--- config.mk ---
export PLATFORM = sky130hd
export DESIGN_NAME = dual_manchester_rx
export DESIGN_NICKNAME = d
export VERILOG_FILES = /design/src/rtl/mwd_pkg.sv /design/src/rtl/mwd_line_sync.sv /design/src/rtl/mwd_word_decoder.sv /design/src/rtl/mwd_rx_holding.sv /design/src/rtl/dual_manchester_rx.sv
export SDC_FILE = /design/constraint.sdc
export NUM_CORES = 1
export LEC_CHECK = 0
export BUFFER_PORTS_ARGS = -buffer_cell sky130_fd_sc_hd__clkbuf_2
export CAP_MARGIN = 40
export CORE_MARGIN = 3
export CORE_UTILIZATION = 34
export CTS_CLUSTER_SIZE = 8
export DETAILED_ROUTE_END_ITERATION = 7
export PLACE_DENSITY = 0.5
export SYNTH_ARGS = -nofsm -noshare
export SYNTH_HDL_FRONTEND = slang
export SYNTH_SLANG_ARGS = --single-unit
--- constraint.sdc ---
create_clock -name clk -period 2.1 [get_ports clk]
set_input_delay 0 -clock clk [delete_from_list [all_inputs] [get_ports clk]]
set_output_delay 0 -clock clk [all_outputs]
set_load 0.01 [all_outputs]
--- src/rtl/mwd_pkg.sv ---
// Shared types for the dual-channel Manchester word decoder.
// Assumes: one decoder per channel, all logic in the master clock domain.
package mwd_pkg;
    // Decoder phase: hunting for sync, timing the sync tail, or sampling bits.
    typedef enum logic [1:0] {
        ST_IDLE      = 2'd0,
        ST_SYNC_TAIL = 2'd1,
        ST_DATA      = 2'd2
    } dec_state_t;
endpackage

--- src/rtl/mwd_line_sync.sv ---
// Brings one channel's two line legs into the clock domain and classifies
// the sample as driven (legs differ, level = positive leg) or idle.
// Assumes: STAGES >= 2; legs are asynchronous to clk.
module mwd_line_sync #(
    parameter int STAGES = 2
) (
    input  logic clk,
    input  logic rst_n,
    input  logic pos,
    input  logic neg,
    output logic lvl,
    output logic vld
);
    logic [STAGES-1:0] pos_sh;
    logic [STAGES-1:0] neg_sh;

    // Shift both legs through the synchronizer chain.
    always_ff @(posedge clk) begin
        if (!rst_n) begin
            pos_sh <= '0;
            neg_sh <= '0;
        end else begin
            pos_sh <= {pos_sh[STAGES-2:0], pos};
            neg_sh <= {neg_sh[STAGES-2:0], neg};
        end
    end

    assign lvl = pos_sh[STAGES-1];
    assign vld = pos_sh[STAGES-1] ^ neg_sh[STAGES-1];
endmodule

--- src/rtl/mwd_word_decoder.sv ---
// Per-channel Manchester II word decoder. It finds a sync from the length of
// a driven-level run, times each bit from the level change in the middle of
// the sync, samples each bit at its quarter and three-quarter points, and
// checks the transitions and the odd parity. It emits one-clock done or err
// pulses with the word and its sync type.
// Assumes: SPB divisible by 4; words are separated by idle or by an opposite level.
module mwd_word_decoder
    import mwd_pkg::*;
#(
    parameter int SPB       = 12,
    parameter int DATA_BITS = 16,
    parameter int SYNC_TOL  = 3
) (
    input  logic                 clk,
    input  logic                 rst_n,
    input  logic                 lvl,
    input  logic                 vld,
    output logic                 done,
    output logic                 err,
    output logic [DATA_BITS-1:0] word,
    output logic                 cmd
);
    localparam int SYNC_HALF = (SPB * 3) / 2;
    localparam int SYNC_MIN  = SYNC_HALF - SYNC_TOL;
    localparam int SYNC_MAX  = SYNC_HALF + SYNC_TOL;
    localparam int RUN_W     = $clog2(SYNC_MAX + 2);
    localparam int PH_W      = $clog2(SPB);
    localparam int BIT_W     = $clog2(DATA_BITS + 1);
    localparam logic [RUN_W-1:0] RUN_SAT   = RUN_W'(SYNC_MAX + 1);
    localparam logic [RUN_W-1:0] RUN_MIN   = RUN_W'(SYNC_MIN);
    localparam logic [RUN_W-1:0] RUN_MAX   = RUN_W'(SYNC_MAX);
    localparam logic [RUN_W-1:0] TAIL_LAST = RUN_W'(SYNC_HALF - 1);
    localparam logic [PH_W-1:0]  PH_LAST   = PH_W'(SPB - 1);
    localparam logic [PH_W-1:0]  PH_Q1     = PH_W'(SPB / 4);
    localparam logic [PH_W-1:0]  PH_Q3     = PH_W'((SPB * 3) / 4);
    localparam logic [BIT_W-1:0] BIT_LAST  = BIT_W'(DATA_BITS);

    logic                 prev_lvl;
    logic                 prev_vld;
    logic [RUN_W-1:0]     run_len;
    dec_state_t           state;
    logic [RUN_W-1:0]     tail_cnt;
    logic [PH_W-1:0]      phase;
    logic [BIT_W-1:0]     bitn;
    logic                 first_lvl;
    logic                 first_vld;
    logic [DATA_BITS-1:0] shreg;
    logic                 cmd_q;
    logic                 sync_hit;
    logic                 bit_bad;

    // Track how long the line has held one driven level.
    always_ff @(posedge clk) begin
        if (!rst_n) begin
            prev_lvl <= 1'b0;
            prev_vld <= 1'b0;
            run_len  <= '0;
        end else begin
            prev_lvl <= lvl;
            prev_vld <= vld;
            if (vld && prev_vld && (lvl == prev_lvl)) begin
                if (run_len != RUN_SAT) run_len <= run_len + 1'b1;
            end else begin
                run_len <= vld ? RUN_W'(1) : '0;
            end
        end
    end

    // A sync is a change between driven levels after a run of legal length.
    assign sync_hit = (state == ST_IDLE) && vld && prev_vld && (lvl != prev_lvl)
                      && (run_len >= RUN_MIN) && (run_len <= RUN_MAX);

    // A bit fails when a sample point is idle or the two halves are equal.
    assign bit_bad = !vld || !first_vld || (lvl == first_lvl);

    // Sequence the sync tail and the bit sampling, and decide the outcome.
    always_ff @(posedge clk) begin
        if (!rst_n) begin
            state     <= ST_IDLE;
            tail_cnt  <= '0;
            phase     <= '0;
            bitn      <= '0;
            first_lvl <= 1'b0;
            first_vld <= 1'b0;
            shreg     <= '0;
            cmd_q     <= 1'b0;
            done      <= 1'b0;
            err       <= 1'b0;
            word      <= '0;
            cmd       <= 1'b0;
        end else begin
            done <= 1'b0;
            err  <= 1'b0;
            case (state)
                ST_IDLE: begin
                    if (sync_hit) begin
                        state    <= ST_SYNC_TAIL;
                        tail_cnt <= RUN_W'(1);
                        cmd_q    <= prev_lvl;
                    end
                end
                ST_SYNC_TAIL: begin
                    if (tail_cnt == TAIL_LAST) begin
                        state <= ST_DATA;
                        phase <= '0;
                        bitn  <= '0;
                    end else begin
                        tail_cnt <= tail_cnt + 1'b1;
                    end
                end
                ST_DATA: begin
                    phase <= (phase == PH_LAST) ? '0 : phase + 1'b1;
                    if (phase == PH_LAST) bitn <= bitn + 1'b1;
                    if (phase == PH_Q1) begin
                        first_lvl <= lvl;
                        first_vld <= vld;
                    end
                    if (phase == PH_Q3) begin
                        if (bit_bad) begin
                            err   <= 1'b1;
                            state <= ST_IDLE;
                        end else if (bitn == BIT_LAST) begin
                            if (^{shreg, first_lvl}) begin
                                done <= 1'b1;
                                word <= shreg;
                                cmd  <= cmd_q;
                            end else begin
                                err <= 1'b1;
                            end
                            state <= ST_IDLE;
                        end else begin
                            shreg <= {shreg[DATA_BITS-2:0], first_lvl};
                        end
                    end
                end
                default: state <= ST_IDLE;
            endcase
        end
    end

    // A word never both completes and fails.
    assert_one_outcome_R5: assert property (@(posedge clk) disable iff (!rst_n)
        !(done && err));

    // Entering the sync tail requires a run of legal length.
    assert_sync_len_R10: assert property (@(posedge clk) disable iff (!rst_n)
        (state == ST_SYNC_TAIL && $past(state) == ST_IDLE)
        |-> ($past(run_len) >= RUN_MIN && $past(run_len) <= RUN_MAX));

    // A word is delivered only from the parity bit.
    assert_word_after_parity_R3: assert property (@(posedge clk) disable iff (!rst_n)
        done |-> ($past(state) == ST_DATA && $past(bitn) == BIT_LAST));
endmodule

--- src/rtl/mwd_rx_holding.sv ---
// Receive register for one channel: it holds the last good word and its sync
// type, and a received flag that a host read clears.
// Assumes: done is a one-clock pulse; a completion on the same edge beats a read.
module mwd_rx_holding #(
    parameter int DATA_BITS = 16
) (
    input  logic                 clk,
    input  logic                 rst_n,
    input  logic                 done,
    input  logic [DATA_BITS-1:0] word_in,
    input  logic                 cmd_in,
    input  logic                 rd,
    output logic [DATA_BITS-1:0] data,
    output logic                 cmd,
    output logic                 flag
);
    // Capture completed words and manage the received flag.
    always_ff @(posedge clk) begin
        if (!rst_n) begin
            data <= '0;
            cmd  <= 1'b0;
            flag <= 1'b0;
        end else begin
            if (rd) flag <= 1'b0;
            if (done) begin
                data <= word_in;
                cmd  <= cmd_in;
                flag <= 1'b1;
            end
        end
    end

    // A completion is stored and flagged on the next edge.
    assert_capture_R4: assert property (@(posedge clk) disable iff (!rst_n)
        done |=> (flag && data == $past(word_in) && cmd == $past(cmd_in)));

    // A read with no completion clears the flag.
    assert_read_clear_R8: assert property (@(posedge clk) disable iff (!rst_n)
        (rd && !done) |=> !flag);

    // Without a completion the stored word does not change.
    assert_hold_R6: assert property (@(posedge clk) disable iff (!rst_n)
        !done |=> ($stable(data) && $stable(cmd)));

    // The flag rises only because a word completed.
    assert_flag_source_R4: assert property (@(posedge clk) disable iff (!rst_n)
        $rose(flag) |-> $past(done));
endmodule

--- src/rtl/dual_manchester_rx.sv ---
// Top of the two-channel Manchester II word receiver. Each channel has its
// own synchronizer, decoder and receive register; the rejections of both
// channels merge into one registered error pulse.
// Assumes: clk runs at SPB times the bit rate; rst_n is synchronous.
module dual_manchester_rx #(
    parameter int SPB       = 12,
    parameter int DATA_BITS = 16,
    parameter int SYNC_TOL  = 3,
    parameter int SYNC_STG  = 2
) (
    input  logic                 clk,
    input  logic                 rst_n,
    input  logic                 a_pos,
    input  logic                 a_neg,
    input  logic                 b_pos,
    input  logic                 b_neg,
    input  logic                 rd_a,
    input  logic                 rd_b,
    output logic [DATA_BITS-1:0] word_a,
    output logic                 cmd_a,
    output logic                 rcv_a,
    output logic [DATA_BITS-1:0] word_b,
    output logic                 cmd_b,
    output logic                 rcv_b,
    output logic                 enc_err
);
    localparam int NUM_CH = 2;

    logic [NUM_CH-1:0]    pos_v, neg_v, rd_v;
    logic [NUM_CH-1:0]    lvl_v, vld_v, done_v, err_v, dcmd_v, hcmd_v, flag_v;
    logic [DATA_BITS-1:0] dword_v [NUM_CH];
    logic [DATA_BITS-1:0] hword_v [NUM_CH];

    assign pos_v = {b_pos, a_pos};
    assign neg_v = {b_neg, a_neg};
    assign rd_v  = {rd_b, rd_a};

    for (genvar ch = 0; ch < NUM_CH; ch++) begin : g_chan
        mwd_line_sync #(.STAGES(SYNC_STG)) u_sync (
            .clk(clk), .rst_n(rst_n), .pos(pos_v[ch]), .neg(neg_v[ch]),
            .lvl(lvl_v[ch]), .vld(vld_v[ch])
        );
        mwd_word_decoder #(.SPB(SPB), .DATA_BITS(DATA_BITS), .SYNC_TOL(SYNC_TOL)) u_dec (
            .clk(clk), .rst_n(rst_n), .lvl(lvl_v[ch]), .vld(vld_v[ch]),
            .done(done_v[ch]), .err(err_v[ch]), .word(dword_v[ch]), .cmd(dcmd_v[ch])
        );
        mwd_rx_holding #(.DATA_BITS(DATA_BITS)) u_hold (
            .clk(clk), .rst_n(rst_n), .done(done_v[ch]), .word_in(dword_v[ch]),
            .cmd_in(dcmd_v[ch]), .rd(rd_v[ch]), .data(hword_v[ch]),
            .cmd(hcmd_v[ch]), .flag(flag_v[ch])
        );
    end

    // Merge the per-channel rejection pulses into the shared error output.
    always_ff @(posedge clk) begin
        if (!rst_n) enc_err <= 1'b0;
        else        enc_err <= |err_v;
    end

    assign word_a = hword_v[0];
    assign cmd_a  = hcmd_v[0];
    assign rcv_a  = flag_v[0];
    assign word_b = hword_v[1];
    assign cmd_b  = hcmd_v[1];
    assign rcv_b  = flag_v[1];

    // The error output follows a decoder rejection by one clock.
    assert_err_source_R7: assert property (@(posedge clk) disable iff (!rst_n)
        $rose(enc_err) |-> $past(|err_v));
endmodule

=== Word level (Yosys, flattened, before mapping) ===
Cells that the tools add are included.

* Add/sub/neg operators: 8
* $lt $le $gt $ge: 4
* Eq/ne operators: 36
* Muxes and demuxes: 48
* Bitwise logic cells: 11
* Reductions and logical operators: 53

{| class="wikitable"
|+ Operators with widths
! operator !! number
|-
| two-way mux 5 bit || 12
|-
| case mux 5 bit (2 select lines) || 4
|-
| XOR reduction 17 bit || 2
|-
| adder 5 x 1 -> 5 bit (second input constant) || 6
|-
| equality test 5 bit (second input constant) || 4
|-
| two-way mux 2 bit || 10
|-
| AND reduction 3 bit || 6
|-
| equality test 4 bit (second input constant) || 4
|-
| two-way mux 4 bit || 4
|-
| inequality test 2 x 1 -> 1 bit (second input constant) || 8
|-
| case mux 4 bit (2 select lines) || 2
|-
| AND reduction 4 bit || 4
|-
| logical AND 1 bit || 14
|-
| two-way mux 1 bit || 14
|-
| case mux 2 bit (3 select lines) || 2
|-
| AND reduction 2 bit || 6
|-
| nonzero test 2 bit || 6
|-
| greater-or-equal comparator 5 x 4 -> 1 bit (second input constant) || 2
|-
| less-or-equal comparator 5 bit (second input constant) || 2
|-
| inequality test 5 bit (second input constant) || 2
|-
| AND reduction 5 bit || 2
|-
| OR reduction 5 bit || 2
|-
| NOT 1 bit || 9
|-
| adder 4 x 1 -> 4 bit (second input constant) || 2
|-
| 12 further kinds || 31
|}

* Register bits after elaboration: 167
* Input bits: 8

=== Longest topological paths before layout ===
* Depth after elaboration: 8
* Depth in mapped cells: 9

=== By module ===
Synthesis repeated with hierarchy kept, for this count alone.

* Cells, all modules: 728
* Area total of the unflattened synthesis: 7181.9 µm²

{| class="wikitable"
|+ Modules (own cells, without submodules)
! module !! cells each !! area an instance (µm²) !! instances
|-
| mwd_word_decoder || 297 || 2777.7 || 2
|-
| mwd_rx_holding || 57 || 685.7 || 2
|-
| mwd_line_sync || 9 || 113.9 || 2
|-
| dual_manchester_rx || 2 || 27.5 || 1
|}

=== Least setup slack after synthesis ===
OpenSTA, ideal clock, no wires.

* Path kind: reg-to-reg
* Start point: reg g_chan[0].u_dec.run_len[0]
* End point: reg g_chan[0].u_dec.state[0]
* Stages on the path, launching flop included: 9
* Path slack: -0.084 ns
* Arrival: 2.056 ns
* Path buffers: 0
* Period minus slack after synthesis: 2.184 ns
* Cell sequence: dfxtp_1 ha_1 and3_1 ha_1 a211oi_1 a2111o_1 a221oi_1 mux2i_1 nor2_1

* Cells in the longest elaborated chain, start to end: 5

{| class="wikitable"
|+ Ends and longest elaborated chain
! element !! line !! RTL
|-
| start: declaration || mwd_word_decoder.sv:40 || <nowiki>logic [RUN_W-1:0] run_len;</nowiki>
|-
| start signal: assignment || mwd_word_decoder.sv:62 || <nowiki>if (run_len != RUN_SAT) run_len <= run_len + 1'b1;</nowiki>
|-
| start signal: assignment || mwd_word_decoder.sv:64 || <nowiki>run_len <= vld ? RUN_W'(1) : '0;</nowiki>
|-
| greater-or-equal comparator 5 x 4 -> 1 bit || mwd_word_decoder.sv:71 || <nowiki>&& (run_len >= RUN_MIN) && (run_len <= RUN_MAX);</nowiki>
|-
| logical AND 1 bit || mwd_word_decoder.sv:71 ||
|-
| logical AND 1 bit (*) || mwd_word_decoder.sv:71 ||
|-
| inequality test 2 x 1 -> 1 bit (no line) (*) || -- ||
|-
| AND reduction 4 bit (no line) (*) || -- ||
|-
| end signal: assignment || mwd_word_decoder.sv:79 || <nowiki>state <= ST_IDLE;</nowiki>
|-
| end signal: assignment || mwd_word_decoder.sv:97 || <nowiki>state <= ST_SYNC_TAIL;</nowiki>
|-
| end signal: assignment || mwd_word_decoder.sv:104 || <nowiki>state <= ST_DATA;</nowiki>
|-
| end: declaration || mwd_word_decoder.sv:41 || <nowiki>dec_state_t state;</nowiki>
|}

Every way passes the cells marked *; elsewhere a longest branch is shown, timed or not.
A chain may end at the register's enable or synchronous reset.

=== Worst setup path in the final report ===
* Start point: reg g_chan[1].u_dec.run_len[1]
* End point: reg g_chan[1].u_dec.tail_cnt[2]

* Cells in the longest elaborated chain, start to end: 5

{| class="wikitable"
|+ Ends and longest elaborated chain
! element !! line !! RTL
|-
| start: declaration || mwd_word_decoder.sv:40 ||
|-
| start signal: assignment || mwd_word_decoder.sv:62 ||
|-
| start signal: assignment || mwd_word_decoder.sv:64 ||
|-
| greater-or-equal comparator 5 x 4 -> 1 bit || mwd_word_decoder.sv:71 ||
|-
| logical AND 1 bit || mwd_word_decoder.sv:71 ||
|-
| logical AND 1 bit (*) || mwd_word_decoder.sv:71 ||
|-
| inequality test 2 x 1 -> 1 bit (no line) (*) || -- ||
|-
| AND reduction 3 bit (no line) (*) || -- ||
|-
| end signal: assignment || mwd_word_decoder.sv:108 || <nowiki>tail_cnt <= tail_cnt + 1'b1;</nowiki>
|-
| end: declaration || mwd_word_decoder.sv:42 || <nowiki>logic [RUN_W-1:0] tail_cnt;</nowiki>
|}

Marked as above.

==> reports/qor.txt <==
Number of nets in the layout - 927
Non-filler cells in the finished layout - 1179
Cell depth of the worst min-delay path - 3
Clk root buf - sky130_fd_sc_hd__clkbuf_16
Violation count after the first detailed-routing iteration - 268
Initial core utilization - 0.348
Fin crit period - 2.04 ns
Fin. max-slew vios - 0
Worst-case vdd ir drop - 0.474 mV
Floorplan core area - 0.0212 mm^2
Die Footprint - 0.0234 mm^2
Combinational share of power - 0.070
Total internal power - 5020 uW
Global router's overall resource usage - 0.129
Max Clk Rate - 489 MHz
Area taken by flip-flops and latches - 0.00336 mm^2
Placed cell areas - 0.00820 mm^2
Total negative slack - 0 ns
Critical Path Start Type - flop
Status - complete, no violations
Hold_ws - 0.0514 ns
Hold Violations, Final - 0
Clock buffers created by TritonCTS - 17
Largest net degree at the start of global routing - 41
Die boundary width - 153 um
Most common flop cell mapped by yosys - sky130_fd_sc_hd__dfxtp_1
Unrepaired setup endpoints after global routing - true
Number of flops mapped to enable cells by yosys - 0
Required @ worst endpoint - 2.41 ns
Number of instances in the synthesized netlist - 794
Clock latency on the worst-skew pair - 0.43 ns
Yosys warning count - 0
Post-Syn Area per Cell - 9.26 um^2
First-pass GRT wire length - 25300 um
Sequential share of the synthesized area - 0.455
Tot Pwr - 6790 uW
Critical path data arrival time - 2.35 ns
Category of the most critical setup path - flop to flop
Clock tree sinks - 167
Switching power share of the total - 0.260
Buffer depth of the longest clock path - 2
Vias in the first global route - 5097
Number of distinct standard cells referenced by the synthesized netlist - 56
Relative area change from synthesis to final layout - 24.7%
Average wire per standard cell - 12.7 um
Max-slew headroom - 0.634
Initial antenna violation count - 0
Largest area contributor in the synthesized netlist - sky130_fd_sc_hd__dfxtp_1
Worst clock skew - 0.0159 ns
Number of detailed-routing iterations run before antenna repair - 4
Cells on worst reg2reg path - 10
Detailed-route wire length - 15000 um
Routability Congestion - 0.748
Count of filler cells inserted in the layout - 2090
Static leakage power - 0.00366 uW
Synth area leaders - sky130_fd_sc_hd__dfxtp_1 (45%), sky130_fd_sc_hd__mux2i_1 (11%), sky130_fd_sc_hd__nor2_1 (6.0%), sky130_fd_sc_hd__ha_1 (4.8%), sky130_fd_sc_hd__a21oi_1 (3.7%)
Number of vias per cell after detailed routing - 4.70
Register share of total power - 0.475
Area of the multi-input gates - 0.00390 mm^2
CTS tree - built
Async S/R FF share, synth - 0
Proportion of power drawn by the clock network - 0.456
Number of top-level design ports - 45
Fraction of synthesized cell area taken by the top area cell type - 0.455
HP Class - input pin to flop
Highest fanout seen on the critical path - 6
Antenna cell count - 0
Number of violations of the max-capacitance limit - 0
Transition time at the pin with the least slew margin - 0.544 ns
Residual antenna-violating net count after detailed routing - 0
Count of H-tree levels built during CTS - 4
Overflow left after global routing - 0
Setup-violating endpoint count in the final report - 0
Post-Place Cells - 1130
Netlist Area Pre-Place - 0.00735 mm^2
# DRC - 0
Crit end category - flop
Switching power total - 1770 uW
Placement row count - 53
Vias after detailed routing - 5547
Mapped Nets - 830
Period Utilization, post-route - 0.973
HPWL reported at the end of detailed placement - 9950 um
Fraction of layout cells with a size suffix above 1 - 0.210
Final cell area excluding filler cells - 0.00917 mm^2
Seq cells post-synth - 167
Die Y - 153 um
Power per standard cell area - 741 mW/mm^2
# port buffers - 44
Clk pin slew, worst setup/hold paths - 0.07 ns
## synthesized netlist by cell type (2+ instances only)
cell,n
sky130_fd_sc_hd__a31oi_1,2
sky130_fd_sc_hd__nand3_1,48
sky130_fd_sc_hd__mux2_2,2
sky130_fd_sc_hd__and2_1,12
sky130_fd_sc_hd__o22ai_1,2
sky130_fd_sc_hd__nand2_1,28
sky130_fd_sc_hd__buf_2,7
sky130_fd_sc_hd__dfxtp_1,167
sky130_fd_sc_hd__nor3b_1,3
sky130_fd_sc_hd__xnor2_2,5
sky130_fd_sc_hd__or3_1,2
sky130_fd_sc_hd__clkbuf_1,25
sky130_fd_sc_hd__a32oi_1,2
sky130_fd_sc_hd__ha_1,28
sky130_fd_sc_hd__nand3b_1,2
sky130_fd_sc_hd__buf_4,3
sky130_fd_sc_hd__o21ai_0,50
sky130_fd_sc_hd__mux2i_1,79
sky130_fd_sc_hd__nor2b_1,6
sky130_fd_sc_hd__a211oi_1,8
sky130_fd_sc_hd__xnor3_2,2
sky130_fd_sc_hd__inv_1,33
sky130_fd_sc_hd__nand4b_1,2
sky130_fd_sc_hd__o31ai_1,2
sky130_fd_sc_hd__buf_1,3
sky130_fd_sc_hd__and3_1,8
sky130_fd_sc_hd__nor3_1,6
sky130_fd_sc_hd__xnor2_1,28
sky130_fd_sc_hd__xor2_1,12
sky130_fd_sc_hd__a21oi_1,54
sky130_fd_sc_hd__nand2b_1,11
sky130_fd_sc_hd__and3b_1,3
sky130_fd_sc_hd__nand4_1,5
sky130_fd_sc_hd__buf_6,3
sky130_fd_sc_hd__or2_2,2
sky130_fd_sc_hd__o2111ai_1,2
sky130_fd_sc_hd__nor2_1,117
sky130_fd_sc_hd__or4_1,2
## path summary, 6_finish.rpt
kind / startpoint / end / slack [ns]
worst min register to register: g_chan[0].u_sync.pos_sh[0] / g_chan[0].u_sync.pos_sh[1] / 0.43
worst max-delay path: g_chan[1].u_dec.run_len[1] / g_chan[1].u_dec.tail_cnt[2] / 0.06
worst max register to register: g_chan[1].u_dec.run_len[1] / g_chan[1].u_dec.tail_cnt[2] / 0.06
worst min-delay path: rst_n / g_chan[1].u_dec.shreg[11] / 0.05
## registers in the layout, indices dropped and copies added, names as in the netlist, 4 cells and up
register,count
g_chan.u_dec.tail_cnt,10
g_chan.u_hold.data,32
g_chan.u_dec.shreg,32
g_chan.u_dec.bitn,10
g_chan.u_dec.state,4
g_chan.u_sync.pos_sh,4
g_chan.u_dec.word,32
g_chan.u_dec.run_len,10
g_chan.u_dec.phase,8
g_chan.u_sync.neg_sh,4
## power groups by stage
stage               registers, uW  clock network (uW)  logic, uW
floorplan                    3290                   0        295
global placement             3300                   0        432
detailed placement           3300                   0        431
CTS                          3220                3200        459
global route                 3220                3330        530
finish                       3220                3090        473
## what timing repair did
action,in CTS,in global routing
gates resized for setup,11,35
setup buffers,3,8
hold endpoints to repair,6,0
pin swaps,3,14
setup endpoints to repair,27,34
hold buffers,6,0
## layout by cell type, fill, tap and decap left out, types with 3 or more instances in the layout
cell / netlist / routed
sky130_fd_sc_hd__nor2b_1: 6 / 6
sky130_fd_sc_hd__inv_8: 0 / 7
sky130_fd_sc_hd__nor3b_1: 3 / 3
sky130_fd_sc_hd__xor2_1: 12 / 12
sky130_fd_sc_hd__nand4_1: 5 / 5
sky130_fd_sc_hd__nand2b_1: 11 / 10
sky130_fd_sc_hd__clkbuf_16: 0 / 17
sky130_fd_sc_hd__a211oi_2: 0 / 4
sky130_fd_sc_hd__xnor2_1: 28 / 28
sky130_fd_sc_hd__buf_4: 3 / 63
sky130_fd_sc_hd__mux2i_1: 79 / 79
sky130_fd_sc_hd__nor2_1: 117 / 116
sky130_fd_sc_hd__a211oi_1: 8 / 4
sky130_fd_sc_hd__buf_12: 0 / 3
sky130_fd_sc_hd__nand2_1: 28 / 28
sky130_fd_sc_hd__ha_4: 0 / 6
sky130_fd_sc_hd__buf_6: 3 / 3
sky130_fd_sc_hd__nand3_1: 48 / 48
sky130_fd_sc_hd__inv_1: 33 / 31
sky130_fd_sc_hd__ha_1: 28 / 22
sky130_fd_sc_hd__nor3_1: 6 / 6
sky130_fd_sc_hd__and3_1: 8 / 6
sky130_fd_sc_hd__dfxtp_1: 167 / 160
sky130_fd_sc_hd__a21oi_1: 54 / 54
sky130_fd_sc_hd__dlygate4sd3_1: 0 / 6
sky130_fd_sc_hd__clkbuf_2: 0 / 44
sky130_fd_sc_hd__o21ai_0: 50 / 50
sky130_fd_sc_hd__and2_1: 12 / 12
sky130_fd_sc_hd__clkinv_4: 0 / 3
sky130_fd_sc_hd__xnor2_2: 5 / 4
sky130_fd_sc_hd__and3b_1: 3 / 3
sky130_fd_sc_hd__dfxtp_2: 0 / 5
## through the flow
| stage | utilization | worst slack (ns) |
|---|---|---|
| floorplan | - | 0.00661 |
| global placement | 0.388 | -0.129 |
| detailed placement | 0.388 | -0.134 |
| CTS | 0.422 | 0.00199 |
| global route | 0.433 | -0.0334 |
| finish | 0.433 | 0.0568 |
## layer usage
| metal | GRT usage | routed length, um | vias to the layer above |
|---|---|---|---|
| li1 | - | - | 2913 |
| met5 | 0 | 0 | - |
| met2 | 0.191 | 6500 | 53 |
| met3 | 0.0320 | 344 | 15 |
| met4 | 0.0382 | 153 | 0 |
| met1 | 0.185 | 7960 | 2566 |
## cells by family after synthesis
| logic type | synth area share |
|---|---|
| simple gates | 0.168 |
| xor+xnor | 0.0711 |
| compound gates | 0.104 |
| mux | 0.111 |
| buf+inv | 0.0441 |
| flops | 0.455 |
| fa+ha+maj | 0.0477 |
## worst max-delay path, cell delays in order, from the launching register on
cell	delay, ns
sky130_fd_sc_hd__dfxtp_4	0.38
sky130_fd_sc_hd__ha_4	0.14
sky130_fd_sc_hd__and3_4	0.19
sky130_fd_sc_hd__ha_4	0.12
sky130_fd_sc_hd__a41oi_1	0.04
sky130_fd_sc_hd__nor2_2	0.16
sky130_fd_sc_hd__o2111ai_4	0.19
sky130_fd_sc_hd__buf_4	0.21
sky130_fd_sc_hd__a211oi_1	0.29
sky130_fd_sc_hd__xnor2_1	0.15
sky130_fd_sc_hd__nor2_1	0.05
## layout make-up
cell class / count / area share
inverter: 34 / 0.0145
sequential: 167 / 0.366
tap: 275 / 0.0375
multi-input combinational: 552 / 0.425
timing repair buffer: 119 / 0.0924
clock buffer: 18 / 0.0479
clock inverter: 14 / 0.0160
Power figures use the tool's default switching activity.
